### config.mk
export PLATFORM = sky130hd
export DESIGN_NAME = scl_stretch_watchdog
export DESIGN_NICKNAME = d
export VERILOG_FILES = /design/src/rtl/scl_tmo_pkg.sv /design/src/rtl/scl_tmo_limit_reg.sv /design/src/rtl/scl_tmo_stretch_cnt.sv /design/src/rtl/scl_tmo_flag_map.sv /design/src/rtl/scl_stretch_watchdog.sv
export SDC_FILE = /design/constraint.sdc
export NUM_CORES = 1
export LEC_CHECK = 0
export ABC_AREA = 1
export BUFFER_PORTS_ARGS = -buffer_cell sky130_fd_sc_hd__buf_2
export CAP_MARGIN = 30
export CORE_MARGIN = 8
export CORE_UTILIZATION = 58
export DETAILED_ROUTE_END_ITERATION = 12
export GPL_TIMING_DRIVEN = 1
export PLACE_DENSITY = 0.81
export SLEW_MARGIN = 20
export SYNTH_ARGS = -nofsm -noshare
export SYNTH_HDL_FRONTEND = slang
export SYNTH_SLANG_ARGS = --single-unit
### constraint.sdc
create_clock -name clk -period 5.05 [get_ports clk]
set_input_delay 1.515 -clock clk [delete_from_list [all_inputs] [get_ports clk]]
set_output_delay 1.515 -clock clk [all_outputs]
set_load 0.02 [all_outputs]
### src/rtl/scl_tmo_pkg.sv
package scl_tmo_pkg;
    localparam int unsigned LIMIT_W   = 8;
    localparam int unsigned CNT_W     = LIMIT_W + 1;
    localparam logic [LIMIT_W-1:0] LIMIT_RST = 8'h1F;

    typedef struct packed {
        logic [CNT_W-1:0] cnt;
        logic             fired;
        logic             evt;
    } stretch_state_t;
endpackage

### src/rtl/scl_tmo_limit_reg.sv
module scl_tmo_limit_reg
    import scl_tmo_pkg::*;
(
    input  logic               clk,
    input  logic               rst_n,
    input  logic               load,
    input  logic [LIMIT_W-1:0] value,
    output logic [LIMIT_W-1:0] limit
);
    logic [LIMIT_W-1:0] limit_d, limit_q;

    always_comb begin
        limit_d = limit_q;
        if (load) limit_d = value;
    end

    always_ff @(posedge clk or negedge rst_n) begin
        if (!rst_n) limit_q <= LIMIT_RST;
        else        limit_q <= limit_d;
    end

    assign limit = limit_q;
endmodule

### src/rtl/scl_tmo_stretch_cnt.sv
module scl_tmo_stretch_cnt
    import scl_tmo_pkg::*;
(
    input  logic               clk,
    input  logic               rst_n,
    input  logic               stretching,
    input  logic               tick,
    input  logic [LIMIT_W-1:0] limit,
    output logic               evt,
    output logic [CNT_W-1:0]   cnt
);
    stretch_state_t st_d, st_q;
    logic [CNT_W-1:0] allowed_d;
    logic             expire_d;

    always_comb begin
        st_d      = st_q;
        allowed_d = {1'b0, limit} + CNT_W'(1);
        expire_d  = stretching && tick && !st_q.fired && (st_q.cnt >= allowed_d);
        st_d.evt  = expire_d;
        if (!stretching) begin
            st_d.cnt   = '0;
            st_d.fired = 1'b0;
        end else if (tick && !st_q.fired) begin
            st_d.cnt   = st_q.cnt + CNT_W'(1);
            st_d.fired = expire_d;
        end
    end

    always_ff @(posedge clk or negedge rst_n) begin
        if (!rst_n) st_q <= '0;
        else        st_q <= st_d;
    end

    assign evt = st_q.evt;
    assign cnt = st_q.cnt;
endmodule

### src/rtl/scl_tmo_flag_map.sv
module scl_tmo_flag_map #(
    parameter int unsigned FLAG_W = 10,
    parameter int unsigned TO_BIT = 3
) (
    input  logic              evt,
    output logic [FLAG_W-1:0] flags
);
    for (genvar i = 0; i < FLAG_W; i++) begin : g_bit
        if (i == TO_BIT) begin : g_to
            assign flags[i] = evt;
        end else begin : g_zero
            assign flags[i] = 1'b0;
        end
    end
endmodule

### src/rtl/scl_stretch_watchdog.sv
module scl_stretch_watchdog
    import scl_tmo_pkg::*;
#(
    parameter int unsigned FLAG_W = 10,
    parameter int unsigned TO_BIT = 3
) (
    input  logic               clk,
    input  logic               rst_n,
    input  logic               scl_level,
    input  logic               master_active,
    input  logic               scl_release,
    input  logic               period_tick,
    input  logic               cfg_load,
    input  logic [LIMIT_W-1:0] cfg_value,
    output logic               timeout_event,
    output logic [FLAG_W-1:0]  flag_set
);
    logic [LIMIT_W-1:0] limit_w;
    logic [CNT_W-1:0]   cnt_w;
    logic               stretch_w;

    assign stretch_w = master_active && scl_release && !scl_level;

    scl_tmo_limit_reg u_limit (
        .clk   (clk),
        .rst_n (rst_n),
        .load  (cfg_load),
        .value (cfg_value),
        .limit (limit_w)
    );

    scl_tmo_stretch_cnt u_cnt (
        .clk        (clk),
        .rst_n      (rst_n),
        .stretching (stretch_w),
        .tick       (period_tick),
        .limit      (limit_w),
        .evt        (timeout_event),
        .cnt        (cnt_w)
    );

    scl_tmo_flag_map #(.FLAG_W(FLAG_W), .TO_BIT(TO_BIT)) u_flags (
        .evt   (timeout_event),
        .flags (flag_set)
    );
endmodule

Word level (Yosys, flattened, before mapping)
Index checks and enable logic that the tools add are counted.

Output and inout bits: 11. Memory bits (writable): 0. Register bits: 19. Latch bits: 0. Bits in read-only memories: 0. Input bits: 15. Memories kept: 0.

Divide/modulo/power cells: 0. $add $sub $neg: 2. Multiply operators: 0. Shift-type cells: 0. Reduce and logical (&&, ||, !) cells: 8. Bitwise logic cells: 0. Multiplexer cells: 2. Eq/ne operators: 1. $lt $le $gt $ge: 1.

Operator list (number): 10-bit two-way mux (2); 8-bit by 1-bit adder with 9-bit output, second input constant (1); 9-bit by 1-bit adder with 9-bit output, second input constant (1); 9-bit >= comparator (1); 1-bit logical AND (6); 1-bit logical NOT (2); 2-bit != test, second input constant (1).

Logic depth before layout (Yosys ltp)
Depth after elaboration: 7. Mapped depth: 15. Gate-level depth less buffers: 15.

Cells and area by module
Synthesis repeated with hierarchy kept, for this count alone.

Cells, all modules: 181. Area, all modules: 1371.3 um2.

Modules (own cells, without submodules): scl_tmo_stretch_cnt (times used 1, cells an instance 134, area each 970.9 um2); scl_tmo_limit_reg (times used 1, cells an instance 34, area each 311.5 um2); scl_tmo_flag_map (times used 1, cells an instance 11, area each 78.8 um2); scl_stretch_watchdog (times used 1, cells an instance 2, area each 10.0 um2).

Least setup slack after synthesis
No wires, ideal clock.

Path kind: input-to-reg. Start point: input period_tick. End point: register u_cnt.st_q, in the netlist u_cnt.cnt[1]. Stages: 6. Setup slack: 2.867 ns. Arrival time: 2.062 ns. Cell sequence: inv_1 -> nor2_4 -> inv_1 -> nand2_1 -> inv_1 -> a22o_1.

Cells in the longest elaborated chain, start to end: 2.

RTL lines: from (decl) (RTL line scl_stretch_watchdog.sv:12) `input logic period_tick,`; 1-bit logical AND (RTL line scl_tmo_stretch_cnt.sv:24) `end else if (tick && !st_q.fired) begin`; 2-bit != test (no line); to (signal assigned) (RTL line scl_tmo_stretch_cnt.sv:32) `else st_q <= st_d;`; to (decl) (RTL line scl_tmo_stretch_cnt.sv:12) `stretch_state_t st_d, st_q;`.

Every way passes these cells. A chain may end at the register's enable or synchronous reset.

Final worst setup path
Start point: register u_cnt.st_q, in the netlist u_cnt.evt. End point: output flag_set[3].

RTL lines: to (decl) (RTL line scl_stretch_watchdog.sv:16) `output logic [FLAG_W-1:0] flag_set`.

No word-level cell between the ends.

==> out/summary.txt <==
r2r endpoint -> u_cnt.st_q[1]$_DFFE_PN0P_
remaining antenna violation count -> 0
nets -> 206
WP buf/inv -> 1
Slew Limit Fails -> 0
worst path arrival time -> 0.83 ns
DR vias -> 1030
layout cells sized above 1 -> 0.2067
design area -> 1409 sq um
die height -> 63.66 um
crit start category -> flop
reg2reg setup slack -> 2.81 ns
ant diodes -> 0
Post-DP HPWL -> 1.966 mm
Synth top area share -> 0.2659
cell taking the most area after synthesis -> dfrtp_1
routed vias/inst -> 4.976
CTS resizes -> 0
crit-path max FO -> 2
Port Buf Inserts -> 16
hold-critical path depth -> 1
CP endpoint kind -> output pin
Post-Syn Area per Cell -> 8.133 sq um
maximum clock frequency -> 427.3 MHz
dpl cell area -> 1383 sq um
Setup violations, final -> 0
Clock Path Buffers -> 2
Tmin final -> 2.340 ns
TritonCTS clock tree -> yes
Die ar. -> 4053 sq um
Initial DRC Count -> 11
critical path class -> flop to output pin
RSZ-0062 raised after global routing -> no
worst r2r path cells -> 14
Layout area overhead -> 6.932%
CORE AREA -> 2191 sq um
# DRC -> 0
status -> finished, final reports clean
vias in the first global route -> 1066
routability cong. -> 0.8675
skew final -> 0.006946 ns
critical path's slowest cell -> dfrtp_1
fin crit share -> 0.4634
Detailed Routing Iterations Pass 1 -> 4
top post-synthesis cells by area -> dfrtp_1, nand2_1, ha_1, dfstp_2, inv_1
total setup buffers inserted after CTS -> 0
share of the yosys chip area belonging to registers -> 0.3656
TritonCTS buffer count -> 3
Post-Place Worst Slack -> 2.724 ns
startpoint of the worst register-to-register path -> u_limit.limit[0]$_DFFE_PN1P_
post-route setup slack -> 2.710 ns
CTS sink cnt -> 19
Post-Syn Area -> 1318 sq um
final setup TNS -> 0 ns
routed len/inst -> 11.51 um
delay-heaviest family, CP -> flip-flops
die width -> 63.66 um
critical path startpoint -> u_cnt.evt$_DFF_PN0_
Tot GR Track Use -> 0.1271
worst-path cell chain -> buf_2
Initial Util -> 0.6014
initial antenna violation count -> 0
drt total wl -> 2.383 mm
Boundary Pins -> 26
cts hold-fix bufs -> 0
YS warnings -> 0
Layout Utilization -> 0.6431
largest net degree at the start of global routing -> 20
final hold vios -> 0
clock slew at the register clock pins of the worst setup and hold paths -> 0.11 ns
Hold Path End -> u_cnt.cnt[6]$_DFFE_PN0P_
count of cell types in the netlist -> 24
cell area power density -> 208.8 nW/um^2
Min-Delay Path Class -> flop to flop
peak supply drop -> 134.3 uV
min-delay src -> u_cnt.cnt[6]$_DFFE_PN0P_
number of max-cap violations -> 0
leakage dissipation -> 0.7801 nW
Syn Inst Count -> 162
global-route wire length before repair -> 4.333 mm
worst path required time -> 3.54 ns
Root Buffer -> clkbuf_4
remaining global-route overflow -> 0
CP max stage delay -> 0.38 ns
H-tree depth -> 1
Synth Register Bits -> 19
worst-skew pair later-pin latency -> 0.30 ns
Rows -> 17
## Yosys cell counts
master    instances
a21oi_1           5
a22o_1            1
and3_1            1
buf_2             1
buf_4            10
conb_1            1
dfrtp_1          14
dfstp_2           5
ha_1             11
inv_1            25
mux2_2            5
nand2_1          40
nand2_2           2
nand3_1           5
nand3_2           1
nand4_1           5
nor2_1            9
nor2_2            2
nor2_4            3
nor3_1            1
o21ai_0           5
o21bai_1          2
xnor2_1           1
xor2_1            7
## how the worst max path moves through the flow
stage | to | slack [ns] | cells after the start
4_1_cts | timeout_event | 2.70 | 1
5_1_grt | u_cnt.st_q[1]$_DFFE_PN0P_ | 2.49 | 14
6_report | flag_set[3] | 2.71 | 1
3_3_place_gp | u_cnt.cnt[1]$_DFFE_PN0P_ | 2.75 | 7
2_1_floorplan | u_cnt.cnt[1]$_DFFE_PN0P_ | 2.87 | 6
3_5_place_dp | u_cnt.cnt[1]$_DFFE_PN0P_ | 2.72 | 7
## cells in the final DEF, fill, tap and decap left out
| master | count |
|---|---|
| nor2_1 | 9 |
| dfstp_2 | 5 |
| o21bai_1 | 2 |
| ha_1 | 11 |
| nand3_1 | 5 |
| a21oi_1 | 5 |
| dfrtp_1 | 14 |
| conb_1 | 9 |
| nor2_4 | 3 |
| nor3_1 | 1 |
| nand2_1 | 40 |
| mux2_2 | 5 |
| nand2_2 | 2 |
| clkbuf_4 | 3 |
| nand3_2 | 1 |
| a22o_1 | 1 |
| nor2_2 | 2 |
| clkbuf_1 | 1 |
| and3_1 | 1 |
| nand4_1 | 5 |
| o21ai_0 | 5 |
| xnor2_1 | 1 |
| buf_2 | 16 |
| inv_1 | 25 |
| xor2_1 | 7 |
## area by class of cell
| cell class | count | area, sq um |
|---|---|---|
| Timing Repair Buffer | 16 | 80.08 |
| Sequential cell | 19 | 481.7 |
| Inverter | 25 | 93.84 |
| Multi-Input combinational cell | 115 | 691.9 |
| Tap cell | 28 | 35.03 |
| Clock buffer | 4 | 26.28 |
| Fill cell | 211 | 782.0 |
## per-stage QoR
step / hold slack [ns] / std cells / total power, mW
floorplan: 0.4784 / 170 / 0.2111
global placement: 0.5046 / 203 / 0.2180
detailed placement: 0.5156 / 203 / 0.2211
CTS: 0.5359 / 207 / 0.2990
global route: 0.5701 / 207 / 0.3124
finish: 0.5344 / 207 / 0.2942
## kinds of logic (layout without fill, tap and decap cells)
| kind of cell | count (synthesis) | in the layout | synth area share |
|---|---|---|---|
| other | 1 | 9 | 0.002846 |
| AND/OR/NAND/NOR | 69 | 69 | 0.2431 |
| XOR/XNOR | 8 | 8 | 0.05318 |
| multiplexers | 5 | 5 | 0.04273 |
| buffers and inverters | 36 | 45 | 0.1320 |
| flip-flops | 19 | 19 | 0.3656 |
| AO/OA/AOI/OAI | 13 | 13 | 0.05602 |
| adder cells (fa/ha/maj) | 11 | 11 | 0.1045 |
## layer usage
| metal | GRT usage | vias up | part of all wire |
|---|---|---|---|
| li1 | - | 530 | - |
| met1 | 0.1406 | 474 | 0.43 |
| met2 | 0.2319 | 26 | 0.50 |
| met3 | 0.03357 | 0 | 0.068 |
| met4 | 0.03343 | 0 | 0 |
| met5 | 0 | - | 0 |
## power breakdown
| group | switching [mW] | internal [mW] |
|---|---|---|
| clock | 0.0457 | 0.0307 |
| sequential | 0.00671 | 0.162 |
| combinational | 0.0303 | 0.0192 |
| total | 0.0827 | 0.211 |
## state kept, by name, indices dropped and copies added, names as in the netlist
register and flops:
u_limit.limit 8, u_cnt.cnt 9, u_cnt.evt 1, u_cnt.st_q 1
Power figures use the tool's default switching activity.
